<file path="src/rtl/frame_tick_pkg.sv">
package frame_tick_pkg;

  localparam int SEL_W = 2;
  localparam int SEL_N = 1 << SEL_W;

  typedef struct packed {
    logic [1:0]       rsvd;
    logic             len7;
    logic             par_en;
    logic             par_odd;
    logic             stop2;
    logic [SEL_W-1:0] clk_sel;
  } mode_t;

  localparam logic [7:0] MODE_KEEP_MASK = 8'h3F;

endpackage

</file>
<file path="src/rtl/frame_mode_regs.sv">
module frame_mode_regs
  import frame_tick_pkg::*;
#(
  parameter int RATE_W = 8
) (
  input  logic              clk_i,
  input  logic              rst_ni,
  input  logic              mode_we_i,
  input  logic [7:0]        mode_wdata_i,
  input  logic              rate_we_i,
  input  logic [RATE_W-1:0] rate_wdata_i,
  output mode_t             mode_o,
  output logic [RATE_W-1:0] rate_o,
  output logic              restart_o
);

  mode_t             mode_q;
  logic [RATE_W-1:0] rate_q;
  logic              sel_change;

  always_ff @(posedge clk_i or negedge rst_ni) begin
    if (!rst_ni) begin
      mode_q <= '0;
      rate_q <= '0;
    end else begin
      if (mode_we_i) mode_q <= mode_t'(mode_wdata_i & MODE_KEEP_MASK);
      if (rate_we_i) rate_q <= rate_wdata_i;
    end
  end

  // only a clock-select change alters the period
  assign sel_change = mode_we_i && (mode_wdata_i[SEL_W-1:0] != mode_q.clk_sel);
  assign restart_o  = rate_we_i | sel_change;
  assign mode_o     = mode_q;
  assign rate_o     = rate_q;


  mode_rsvd_zero_chk: assert property (@(posedge clk_i) disable iff (!rst_ni)
    mode_we_i |=> (mode_q.rsvd == 2'b00));

endmodule

</file>
<file path="src/rtl/frame_period_calc.sv">
module frame_period_calc
  import frame_tick_pkg::*;
#(
  parameter int FRAME_MULT = 32,
  parameter int RATE_W     = 8,
  parameter int PS_STEP    = 2,
  parameter int CNT_W      = 20
) (
  input  logic [SEL_W-1:0]  clk_sel_i,
  input  logic [RATE_W-1:0] rate_i,
  output logic [CNT_W-1:0]  period_o
);

  logic [CNT_W-1:0] base;
  logic [CNT_W-1:0] opt [SEL_N];

  assign base = CNT_W'(FRAME_MULT) * (CNT_W'(rate_i) + CNT_W'(1));

  // prescale = 2^(PS_STEP*sel): 1, 4, 16, 64 by default
  for (genvar g = 0; g < SEL_N; g++) begin : g_ps
    assign opt[g] = base << (PS_STEP * g);
  end

  assign period_o = opt[clk_sel_i];

endmodule

</file>
<file path="src/rtl/frame_counter.sv">
module frame_counter #(
  parameter int CNT_W = 20
) (
  input  logic             clk_i,
  input  logic             rst_ni,
  input  logic [CNT_W-1:0] period_i,
  input  logic             restart_i,
  input  logic             hold_i,
  output logic             tick_o
);

  logic [CNT_W-1:0] cnt_q;
  logic             tick_q;
  logic             wrap;

  assign wrap = (cnt_q == period_i - CNT_W'(1));

  always_ff @(posedge clk_i or negedge rst_ni) begin
    if (!rst_ni) begin
      cnt_q  <= '0;
      tick_q <= 1'b0;
    end else if (restart_i || hold_i) begin
      cnt_q  <= '0;
      tick_q <= 1'b0;
    end else if (wrap) begin
      cnt_q  <= '0;
      tick_q <= 1'b1;
    end else begin
      cnt_q  <= cnt_q + CNT_W'(1);
      tick_q <= 1'b0;
    end
  end

  assign tick_o = tick_q;


  single_pulse_chk: assert property (@(posedge clk_i) disable iff (!rst_ni)
    (tick_q && period_i > CNT_W'(1)) |=> !tick_q);


  ext_hold_quiet_chk: assert property (@(posedge clk_i) disable iff (!rst_ni)
    hold_i |=> !tick_q);


  restart_quiet_chk: assert property (@(posedge clk_i) disable iff (!rst_ni)
    restart_i |=> (!tick_q && cnt_q == '0));


  count_bound_chk: assert property (@(posedge clk_i) disable iff (!rst_ni)
    cnt_q < period_i);

endmodule

</file>
<file path="src/rtl/frame_tick_gen.sv">
module frame_tick_gen
  import frame_tick_pkg::*;
#(
  parameter int FRAME_MULT = 32,
  parameter int RATE_W     = 8,
  parameter int PS_STEP    = 2
) (
  input  logic              clk_i,
  input  logic              rst_ni,
  input  logic              ext_clk_en_i,
  input  logic              mode_we_i,
  input  logic [7:0]        mode_wdata_i,
  input  logic              rate_we_i,
  input  logic [RATE_W-1:0] rate_wdata_i,
  output logic [7:0]        mode_o,
  output logic [RATE_W-1:0] rate_o,
  output logic              tick_o
);

  localparam int CNT_W = $clog2(FRAME_MULT) + PS_STEP * (SEL_N - 1) + RATE_W + 1;

  mode_t             mode_w;
  logic [RATE_W-1:0] rate_w;
  logic              restart_w;
  logic [CNT_W-1:0]  period_w;

  frame_mode_regs #(.RATE_W(RATE_W)) u_regs (
    .clk_i        (clk_i),
    .rst_ni       (rst_ni),
    .mode_we_i    (mode_we_i),
    .mode_wdata_i (mode_wdata_i),
    .rate_we_i    (rate_we_i),
    .rate_wdata_i (rate_wdata_i),
    .mode_o       (mode_w),
    .rate_o       (rate_w),
    .restart_o    (restart_w)
  );

  frame_period_calc #(
    .FRAME_MULT (FRAME_MULT),
    .RATE_W     (RATE_W),
    .PS_STEP    (PS_STEP),
    .CNT_W      (CNT_W)
  ) u_calc (
    .clk_sel_i (mode_w.clk_sel),
    .rate_i    (rate_w),
    .period_o  (period_w)
  );

  frame_counter #(.CNT_W(CNT_W)) u_cnt (
    .clk_i     (clk_i),
    .rst_ni    (rst_ni),
    .period_i  (period_w),
    .restart_i (restart_w),
    .hold_i    (ext_clk_en_i),
    .tick_o    (tick_o)
  );

  assign mode_o = mode_w;
  assign rate_o = rate_w;


  period_hold_chk: assert property (@(posedge clk_i) disable iff (!rst_ni)
    (!mode_we_i && !rate_we_i) |=> $stable(period_w));

endmodule

</file>
<file path="config.mk">
export PLATFORM = sky130hd
export DESIGN_NAME = frame_tick_gen
export DESIGN_NICKNAME = d
export VERILOG_FILES = /design/src/rtl/frame_tick_pkg.sv /design/src/rtl/frame_mode_regs.sv /design/src/rtl/frame_period_calc.sv /design/src/rtl/frame_counter.sv /design/src/rtl/frame_tick_gen.sv
export SDC_FILE = /design/constraint.sdc
export NUM_CORES = 1
export LEC_CHECK = 0
export CAP_MARGIN = 20
export CORE_ASPECT_RATIO = 0.75
export CORE_MARGIN = 10
export CORE_UTILIZATION = 55
export DETAILED_ROUTE_END_ITERATION = 7
export PLACE_DENSITY = 0.91
export RECOVER_POWER = 50
export SLEW_MARGIN = 20
export SYNTH_ARGS = -nofsm -noshare
export SYNTH_HDL_FRONTEND = slang
export SYNTH_SLANG_ARGS = --single-unit
</file>
<file path="constraint.sdc">
create_clock -name clk_i -period 5.7 [get_ports clk_i]
set_input_delay 0.57 -clock clk_i [delete_from_list [all_inputs] [get_ports clk_i]]
set_output_delay 0.57 -clock clk_i [all_outputs]
set_load 0.005 [all_outputs]
</file>
==> impl_metrics.env, run 1 <==
export IMPL_status="finished with violations"
export IMPL_violations="design-rule violations, max-capacitance violations, max-slew violations"
export IMPL_dieArea_um2=8370
export IMPL_drc=1
export IMPL_endpoint_kind="register"
export IMPL_clkTransAtPathRegs_ns=0.07
export IMPL_synth_ff_type="dfrtp_1"
export IMPL_grt_pass1_wl_mm=11.4
export IMPL_cts_buffers_inserted=5
export IMPL_ys_seq_area_share_pct=31.3
export IMPL_slew_violations=36
export IMPL_path_class="reg2reg"
export IMPL_p_int_mw=0.454
export IMPL_critPathArrivalTime_ns=4.38
export IMPL_ant_nets=0
export IMPL_hpwlAfterDp_mm=4.99
export IMPL_avgSynthCellArea_um2=8.48
export IMPL_final_setup_viol_count=0
export IMPL_p_leak_nw=1.26
export IMPL_ios=38
export IMPL_gp_congestion=0.926
export IMPL_wl_per_cell_um=16.4
export IMPL_ys_types=58
export IMPL_syn_inst=330
export IMPL_irDropWorstVdd_v=0.000165
export IMPL_fin_crit_sh_pct=72.9
export IMPL_synth_seq_cells=35
export IMPL_cts_buffer_depth=2
export IMPL_hold_path_class="reg2reg"
export IMPL_cts_tree="yes"
export IMPL_insertion_delay_ns=0.28
export IMPL_worst_pin_slew_ns=1.84
export IMPL_antenna_found_initial=0
export IMPL_fill_cells=395
export IMPL_grt_max_degree=36
export IMPL_cts_root_buf="clkbuf_8"
export IMPL_critPathMaxFanout=25
export IMPL_clock_sinks=35
export IMPL_r2r_start="u_regs.mode_o[0]$_DFFE_PN0P_"
export IMPL_vias_per_cell=6.33
export IMPL_htree_levels=2
export IMPL_initial_core_util_pct=57.1
export IMPL_async_flop_share_pct=100
export IMPL_yosysWarnings=0
export IMPL_combPwrFrac_pct=30.4
export IMPL_drv_cap=1
export IMPL_power_switching_mw=0.234
export IMPL_die_y_um=81.8
export IMPL_utilization_pct=65.4
export IMPL_slew_headroom_pct=-22.9
export IMPL_std_cell_rows=22
export IMPL_clkPwrFrac_pct=28.3
export IMPL_holdBufCountCts=0
export IMPL_grt_pass1_vias=2433
export IMPL_rsz0062_at_grt="false"
export IMPL_first_pass_iters=8
export IMPL_synth_edf_count=0
export IMPL_cts_resized=0
export IMPL_syn_to_final_growth_pct=14.5
export IMPL_wirelength_mm=6.77
export IMPL_holdWs_ns=0.501
export IMPL_port_buffers=33
export IMPL_drt_iter0_drc=436
export IMPL_skew_ns=0.00265
export IMPL_grt_ovfl_total=0
export IMPL_crit_start="u_regs.mode_o[0]$_DFFE_PN0P_"
export IMPL_p_per_area_nw_per_um2=215
export IMPL_post_cts_setup_buffers=0
export IMPL_p_seq_share_pct=41.4
export IMPL_finalSetupTns_ns=0
export IMPL_power_total_mw=0.688
export IMPL_via_count=2607
export IMPL_max_freq_mhz=241
export IMPL_netlist_area_um2=2800
export IMPL_swShare_pct=34.0
export IMPL_nets=375
export IMPL_min_period_ns=4.16
export IMPL_die_w_um=102
export IMPL_hold_viol=0
export IMPL_worst_ep_required_time_ns=5.92
export IMPL_coreArea_um2=4900
export IMPL_worstHoldStart="u_cnt.cnt_q[0]$_DFF_PN0_"
export IMPL_grtUsageTotal_pct=16.5
export IMPL_drive_gt1_share_pct=11.1
export IMPL_crit_path_start_kind="register"
export IMPL_diodes=0
[worst paths after layout]
kind                                                 to  slack [ns]  cells after the start
setup / recovery                 u_cnt.tick_o$_DFF_PN0_        1.54                     10
hold / removal                 u_cnt.cnt_q[0]$_DFF_PN0_        0.50                      1
setup reg to reg                 u_cnt.tick_o$_DFF_PN0_        1.54                     10
hold reg to reg                u_cnt.cnt_q[0]$_DFF_PN0_        0.50                      1
max in group asynchronous     u_cnt.cnt_q[11]$_DFF_PN0_        3.32                      2
min in group asynchronous  u_regs.mode_o[2]$_DFFE_PN0P_        1.32                      2
[worst max-delay path, stage by stage (launching register included)]
cell	delay [ns]
dfrtp_1	0.86
inv_1	0.33
o211ai_2	0.36
o221ai_1	0.21
or4_4	0.62
nand4b_4	0.22
or4_1	0.51
a31o_1	0.22
a2111oi_4	0.28
buf_4	0.32
and2_1	0.16
[registers in the layout (all words and copies together) (netlist names)]
name           flops
u_regs.mode_o      6
u_cnt.cnt_q       20
u_regs.rate_o      8
u_cnt.tick_o       1
[per-layer routing]
metal	up-vias	GRT usage [%]	routed length [µm]	part of all wire (%)
li1	1220	-	-	-
met1	1237	21.9	2890	43
met5	-	0	0	0
met3	20	4.95	659	9.7
met2	130	26.4	3130	46
met4	0	2.53	88	1.3
[final cells by class]
| cell class | count | area, µm² | area share, % |
|---|---|---|---|
| multi-input combinational | 267 | 1790 | 55.8 |
| sequential | 35 | 876 | 27.3 |
| timing repair buffer | 35 | 342 | 10.7 |
| clock buffer | 6 | 82.6 | 2.58 |
| tap | 60 | 75.1 | 2.34 |
| inverter | 7 | 26.3 | 0.820 |
| clock inverter | 2 | 16.3 | 0.507 |
[power groups by stage]
stage / combinational [mW] / clock [mW] / sequential [mW]
finish: 0.209 / 0.195 / 0.285
CTS: 0.207 / 0.198 / 0.283
detailed placement: 0.205 / 0 / 0.288
global placement: 0.197 / 0 / 0.287
floorplan: 0.158 / 0 / 0.272
global route: 0.227 / 0.210 / 0.287
[cells in the mapped netlist, drive strengths merged, types with 3 or more instances]
| cell type | number | area share [%] |
|---|---|---|
| nor3b | 3 | 0.80 |
| or3 | 4 | 0.89 |
| buf | 12 | 3.1 |
| nand2b | 3 | 0.67 |
| nor4 | 4 | 0.89 |
| mux2 | 11 | 4.4 |
| dfrtp | 35 | 31 |
| o31ai | 3 | 0.80 |
| and3 | 7 | 1.6 |
| or4 | 4 | 1.2 |
| ha | 3 | 1.3 |
| o211ai | 8 | 2.3 |
| inv | 7 | 0.94 |
| or2 | 3 | 0.67 |
| nand4 | 10 | 2.2 |
| nor3 | 4 | 0.72 |
| nand2 | 48 | 6.4 |
| xnor2 | 29 | 9.7 |
| nand3 | 17 | 3.0 |
| a21oi | 7 | 1.3 |
| a211oi | 4 | 1.1 |
| o21ai | 18 | 3.2 |
| clkbuf | 10 | 1.3 |
| xor2 | 6 | 1.9 |
| and2 | 7 | 1.6 |
| nor2 | 27 | 4.5 |
[placed cells by master, fill, tap and decap left out, types with 2 or more instances in the layout]
cell,instances
a211oi_1,3
a21oi_1,7
a311oi_1,2
a31oi_1,2
a32oi_1,2
and2_1,7
and3_1,7
and3b_1,2
and4_1,2
clkbuf_8,6
clkdlybuf4s50_1,30
conb_1,2
dfrtp_1,35
dlygate4sd3_1,3
ha_1,3
inv_1,7
mux2_2,11
mux2i_1,2
nand2_1,48
nand2b_1,3
nand3_1,17
nand4_1,10
nor2_1,17
nor2_2,10
nor2b_1,2
nor3_1,4
nor3b_1,3
nor4_1,4
nor4b_1,2
o2111ai_1,2
o211a_1,2
o211ai_1,7
o21ai_0,18
o221ai_1,2
o31ai_1,3
or2_2,3
or3_1,4
or4_1,3
xnor2_1,28
xor2_1,6
[per-stage QoR]
step	instance area (µm²)	instances	worst slack, ns
3_3_place_gp	3100	404	1.71
2_1_floorplan	2800	331	2.00
6_report	3210	412	1.54
4_1_cts	3210	412	1.60
5_1_grt	3210	412	1.38
3_5_place_dp	3110	404	1.64
[cell families (layout without fill, tap and decap cells)]
kind of cell,count (synthesis),in the layout,synth area share (%)
compound gates,62,62,16.1
flops,35,35,31.3
simple gates,152,152,28.9
fa+ha+maj,3,3,1.34
xor+xnor,35,35,11.6
buf+inv,29,50,5.41
other cells,1,2,0.134
mux,13,13,5.14
(Power assumes the default switching activity.)
==> run 2, diff against run 1 <==
==> constraint.sdc (replaced) <==
create_clock -name clk_i -period 3.9 [get_ports clk_i]
set_input_delay 0.39 -clock clk_i [delete_from_list [all_inputs] [get_ports clk_i]]
set_output_delay 0.39 -clock clk_i [all_outputs]
set_load 0.005 [all_outputs]
==> run 2 against run 1 <==
Compared with the run above: the flow finishes with violations (max-capacitance violations, max-slew violations); first-iteration DRC count is 36% lower; setup slack got worse by 1.4 ns; power rose by 49%; hold slack got worse by 0.015 ns; utilization rose by 1.2 points; count of clock-buffer cells in the layout unchanged.
==> impl_metrics.env, run 2 (synthesized netlist as in run 1, its figures left out) <==
export IMPL_cts_root_buf="clkbuf_8"
export IMPL_dieArea_um2=8370
export IMPL_p_leak_nw=1.30
export IMPL_initial_core_util_pct=57.1
export IMPL_worst_pin_slew_ns=1.97
export IMPL_wl_per_cell_um=16.6
export IMPL_crit_path_start_kind="register"
export IMPL_cts_buffers_inserted=5
export IMPL_fill_cells=399
export IMPL_hold_path_class="reg2reg"
export IMPL_clkTransAtPathRegs_ns=0.08
export IMPL_ant_nets=0
export IMPL_cts_resized=0
export IMPL_syn_to_final_growth_pct=16.6
export IMPL_irDropWorstVdd_v=0.000251
export IMPL_drt_iter0_drc=277
export IMPL_htree_levels=2
export IMPL_final_common_cell="nand2_1"
export IMPL_grt_use_met2_pct=29.0
export IMPL_via_count=2602
export IMPL_coreArea_um2=4900
export IMPL_wirelength_mm=6.96
export IMPL_cts_tree="yes"
export IMPL_hold_viol=0
export IMPL_post_cts_setup_buffers=0
export IMPL_grt_pass1_wl_mm=12.0
export IMPL_critPathArrivalTime_ns=3.95
export IMPL_ios=38
export IMPL_largest_reg_flops=20
export IMPL_fin_crit_sh_pct=95.2
export IMPL_grt_max_degree=36
export IMPL_path_class="reg2reg"
export IMPL_diodes=0
export IMPL_worst_ep_required_time_ns=4.13
export IMPL_grtUsageTotal_pct=17.5
export IMPL_grt_pass1_vias=2573
export IMPL_holdBufCountCts=0
export IMPL_nets=382
export IMPL_max_freq_mhz=269
export IMPL_critPathMaxFanout=19
export IMPL_first_pass_iters=5
export IMPL_finalSetupTns_ns=0
export IMPL_std_cell_rows=22
export IMPL_grt_use_met3_pct=4.87
export IMPL_slew_headroom_pct=-31.4
export IMPL_die_w_um=102
export IMPL_stdcell_area_um2=3260
export IMPL_top_usage_layer="met2"
export IMPL_violations="max-capacitance violations, max-slew violations"
export IMPL_port_buffers=33
export IMPL_regMostFlops="u_cnt.cnt_q"
export IMPL_vias_per_cell=6.21
export IMPL_gp_congestion=0.944
export IMPL_multiInputGateArea_um2=1780
export IMPL_drv_cap=1
export IMPL_die_y_um=81.8
export IMPL_layout_common_cells="nand2_1, dfrtp_1, clkdlybuf4s50_1"
export IMPL_seq_area_um2=876
export IMPL_drive_gt1_share_pct=12.8
export IMPL_slew_violations=36
export IMPL_skew_ns=0.00436
export IMPL_drc=0
export IMPL_placed_area_um2=3170
export IMPL_grt_ovfl_total=0
export IMPL_final_setup_viol_count=0
export IMPL_p_per_area_nw_per_um2=314
export IMPL_cts_buffer_depth=2
export IMPL_rsz0062_at_grt="false"
export IMPL_use_met1_pct=22.0
export IMPL_endpoint_kind="register"
export IMPL_min_period_ns=3.71
export IMPL_hpwlAfterDp_mm=5.11
export IMPL_insertion_delay_ns=0.29
export IMPL_status="finished with violations"
export IMPL_clock_sinks=35
export IMPL_antenna_found_initial=0
run 2: area by class of cell:
class	instances	share of cell area, %
clock buffer	6	2.53
clock inverter	2	0.498
inverter	7	0.805
multi-input combinational	267	54.6
sequential	35	26.8
tap	60	2.30
timing repair buffer	42	12.5
run 2: worst max-delay path, cell delays in order (launching register included):
cell and delay [ns]:
dfrtp_1 0.43, ha_1 0.29, xor2_1 0.25, o211ai_2 0.20, o221ai_1 0.18, or4_4 0.61, nand4b_4 0.22, or4_1 0.54
a31o_1 0.22, a2111oi_4 0.35, buf_12 0.21, and2_1 0.13
run 2: path summary, 6_finish.rpt:
| check | endpoint | cells after the start | from | slack (ns) |
|---|---|---|---|---|
| max | u_cnt.tick_o$_DFF_PN0_ | 11 | u_regs.rate_o[1]$_DFFE_PN0P_ | 0.19 |
| min in group asynchronous | u_regs.mode_o[0]$_DFFE_PN0P_ | 2 | rst_ni | 1.19 |
| max reg2reg | u_cnt.tick_o$_DFF_PN0_ | 11 | u_regs.rate_o[1]$_DFFE_PN0P_ | 0.19 |
| min | u_cnt.cnt_q[0]$_DFF_PN0_ | 1 | u_cnt.cnt_q[0]$_DFF_PN0_ | 0.49 |
| min reg2reg | u_cnt.cnt_q[0]$_DFF_PN0_ | 1 | u_cnt.cnt_q[0]$_DFF_PN0_ | 0.49 |
| max in group asynchronous | u_cnt.cnt_q[15]$_DFF_PN0_ | 2 | rst_ni | 1.59 |
run 2: per-layer routing:
| layer | wire length [µm] | part of all wire [%] |
|---|---|---|
| met5 | 0 | 0 |
| met2 | 3260 | 47 |
| met3 | 565 | 8.1 |
| met1 | 3030 | 43 |
| met4 | 108 | 1.6 |
run 2: power by group:
part | switching, mW | total (mW) | internal, mW
sequential | 0.0251 | 0.402 | 0.377
combinational | 0.179 | 0.330 | 0.151
clock | 0.148 | 0.292 | 0.144
total | 0.352 | 1.02 | 0.672
run 2: through the flow:
stage          cells  hold WS, ns  power (mW)  utilization [%]  worst slack, ns
5_1_grt          419        0.525        1.08             66.6           0.0457
3_5_place_dp     411        0.483       0.732             64.7            0.246
3_3_place_gp     411        0.473       0.720             64.7            0.341
2_1_floorplan    331       0.0944       0.628                -            0.203
6_report         419        0.487        1.02             66.6            0.187
4_1_cts          419        0.493        1.03             66.7            0.200
==> run 3, diff against run 2 <==
--- a/config.mk
+++ b/config.mk
@@ -7,10 +7,10 @@
 export LEC_CHECK = 0
 export CAP_MARGIN = 20
 export CORE_ASPECT_RATIO = 0.75
-export CORE_MARGIN = 10
-export CORE_UTILIZATION = 55
+export CORE_MARGIN = 2
+export CORE_UTILIZATION = 50
 export DETAILED_ROUTE_END_ITERATION = 7
-export PLACE_DENSITY = 0.91
+export PLACE_DENSITY = 0.88
 export RECOVER_POWER = 50
 export SLEW_MARGIN = 20
 export SYNTH_ARGS = -nofsm -noshare
==> constraint.sdc (replaced) <==
create_clock -name clk_i -period 3.25 [get_ports clk_i]
set_input_delay 0.325 -clock clk_i [delete_from_list [all_inputs] [get_ports clk_i]]
set_output_delay 0.325 -clock clk_i [all_outputs]
set_load 0.005 [all_outputs]
==> run 3 against run 2 <==
Compared with the run above: the run ends with max-capacitance violations, max-slew violations, negative setup slack left; critical path depth is 1 higher; final cell count is 16% higher; setup slack worse by 0.26 ns; clock power is 43% higher; die area is 26% lower; design area is 17% higher; fmax is 12% higher; utilization is 4.2 points higher.
==> impl_metrics.env, run 3 (synthesized netlist as in run 1, its figures left out) <==
export IMPL_status="finished with violations"
export IMPL_violations="max-capacitance violations, max-slew violations, negative setup slack"
export IMPL_critPathArrivalTime_ns=3.51
export IMPL_coreArea_um2=5380
export IMPL_dieArea_um2=6220
export IMPL_port_buffers=33
export IMPL_setup_ws_ns=-0.0679
export IMPL_crit_path_start_kind="register"
export IMPL_grt_ovfl_total=0
export IMPL_fill_cells=387
export IMPL_nets=433
export IMPL_p_per_area_nw_per_um2=376
export IMPL_worst_pin_slew_ns=1.91
export IMPL_finalSetupTns_ns=-0.782
export IMPL_antenna_found_initial=0
export IMPL_crit_top_cell="or4_4"
export IMPL_irDropWorstVdd_v=0.000277
export IMPL_grtUsageTotal_pct=26.3
export IMPL_path_cells="ha_4 -> xor2_4 -> o211ai_2 -> o221ai_2 -> or4_4 -> nand4b_4 -> or4_4 -> a31o_1 -> a2111oi_4 -> buf_4 -> clkbuf_16 -> nor2_4"
export IMPL_final_setup_viol_count=19
export IMPL_slew_headroom_pct=-27.1
export IMPL_critical_path_top_delay_family="simple AND/OR/NAND/NOR gates"
export IMPL_diodes=0
export IMPL_min_period_ns=3.32
export IMPL_drive_gt1_share_pct=28.0
export IMPL_ant_nets=0
export IMPL_vias_per_cell=5.74
export IMPL_critPathBufInv=2
export IMPL_clock_sinks=35
export IMPL_die_y_um=68.8
export IMPL_wirelength_mm=7.67
export IMPL_r2r_start="u_regs.rate_o[0]$_DFFE_PN0P_"
export IMPL_drt_iter0_drc=198
export IMPL_cts_tree="yes"
export IMPL_layout_common_cells="buf_4, nand2_1, clkdlybuf4s50_1"
export IMPL_gp_congestion=0.924
export IMPL_stdcell_count=485
export IMPL_endpoint_kind="register"
export IMPL_rsz0062_at_grt="true"
export IMPL_critPathMaxFanout=5
export IMPL_max_freq_mhz=301
export IMPL_grt_pass1_wl_mm=12.9
export IMPL_dp_cells=464
export IMPL_skew_ns=0.00866
export IMPL_largest_reg_flops=20
export IMPL_clkTransAtPathRegs_ns=0.08
export IMPL_syn_to_final_growth_pct=36.2
export IMPL_worst_ep_required_time_ns=3.44
export IMPL_crit_start="u_regs.rate_o[0]$_DFFE_PN0P_"
export IMPL_holdWs_ns=0.510
export IMPL_regMostFlops="u_cnt.cnt_q"
export IMPL_rr_endpoint="u_cnt.cnt_q[15]$_DFF_PN0_"
export IMPL_hpwlAfterDp_mm=5.58
export IMPL_grt_max_degree=36
export IMPL_fin_crit_sh_pct=102
export IMPL_hold_viol=0
export IMPL_wl_per_cell_um=15.8
export IMPL_grt_pass1_vias=2692
export IMPL_final_common_cell="buf_4"
export IMPL_htree_levels=2
export IMPL_rrSetupSlack_ns=-0.07
export IMPL_cts_buffer_depth=2
export IMPL_cts_buffers_inserted=5
export IMPL_cts_root_buf="clkbuf_8"
export IMPL_drv_cap=1
export IMPL_path_class="reg2reg"
export IMPL_first_pass_iters=4
export IMPL_die_w_um=90.4
export IMPL_reg2reg_depth=12
export IMPL_power_total_mw=1.43
export IMPL_initial_core_util_pct=52.0
export IMPL_insertion_delay_ns=0.30
export IMPL_holdBufCountCts=0
export IMPL_hold_path_class="reg2reg"
export IMPL_p_leak_nw=1.56
export IMPL_drc=0
export IMPL_std_cell_rows=23
export IMPL_endpoint="u_cnt.cnt_q[15]$_DFF_PN0_"
export IMPL_ios=38
export IMPL_critical_path_max_stage_delay_ns=0.52
export IMPL_cp_slowest_cell="or4_4"
export IMPL_via_count=2785
export IMPL_crit_cells=12
export IMPL_slew_violations=36
==> run 3: layout make-up <==
| type | count | area (µm²) | share of cell area [%] |
|---|---|---|---|
| Tap cell | 75 | 93.8 | 2.46 |
| Clock buffer | 5 | 68.8 | 1.81 |
| Sequential cell | 35 | 881 | 23.1 |
| Inverter | 7 | 26.3 | 0.689 |
| Timing Repair Buffer | 93 | 811 | 21.3 |
| Clock inverter | 3 | 47.5 | 1.25 |
| Multi-Input combinational cell | 267 | 1880 | 49.4 |
==> run 3: how the worst min path moves through the flow <==
stage	startpoint	to	slack [ns]	cells past startpoint
2_1_floorplan	rst_ni	u_cnt.cnt_q[0]$_DFF_PN0_	0.03	0
3_3_place_gp	u_cnt.cnt_q[0]$_DFF_PN0_	u_cnt.cnt_q[0]$_DFF_PN0_	0.48	1
3_5_place_dp	u_regs.mode_o[4]$_DFFE_PN0P_	u_regs.mode_o[4]$_DFFE_PN0P_	0.50	1
4_1_cts	rst_ni	u_cnt.cnt_q[12]$_DFF_PN0_	0.46	2
5_1_grt	u_cnt.cnt_q[0]$_DFF_PN0_	u_cnt.cnt_q[0]$_DFF_PN0_	0.53	1
6_report	u_cnt.cnt_q[0]$_DFF_PN0_	u_cnt.cnt_q[0]$_DFF_PN0_	0.51	1
==> run 3: metrics by stage <==
stage / utilization (%) / setup WS, ns / cell area (µm²)
after floorplan: - / -0.262 / 2850
after global placement: 65.3 / -0.0761 / 3510
after detailed placement: 65.3 / -0.168 / 3510
after CTS: 69.6 / -0.123 / 3740
after global routing: 70.8 / -0.195 / 3810
final: 70.8 / -0.0679 / 3810
==> run 3: worst register-to-register path: stages (launching register included) <==
cell	delay, ns
dfrtp_2	0.45
ha_4	0.20
xor2_4	0.16
o211ai_2	0.22
o221ai_2	0.13
or4_4	0.43
nand4b_4	0.19
or4_4	0.52
a31o_1	0.22
a2111oi_4	0.32
buf_4	0.19
clkbuf_16	0.16
nor2_4	0.03
==> run 3: power by group <==
| group | switching, mW | leakage (nW) | internal, mW |
|---|---|---|---|
| sequential | 0.0257 | 0.454 | 0.454 |
| combinational | 0.261 | 1.05 | 0.273 |
| clock | 0.185 | 0.0587 | 0.233 |
| total | 0.472 | 1.56 | 0.960 |
==> run 3: repair_timing <==
action | 4_1_cts | 5_1_grt
resized for setup | 6 | 16
pin swaps | 8 | 0
setup endpoints to repair | 19 | 19
buffers inserted | 7 | 4
gates cloned | 2 | 0
==> run 3: per-layer routing <==
layer / vias to the layer above / track usage, % / share of wire [%]
li1: 1342 / - / -
met1: 1341 / 35.0 / 45
met2: 90 / 45.5 / 47
met3: 12 / 3.91 / 6.4
met4: 0 / 7.69 / 1.1
met5: - / 0 / 0
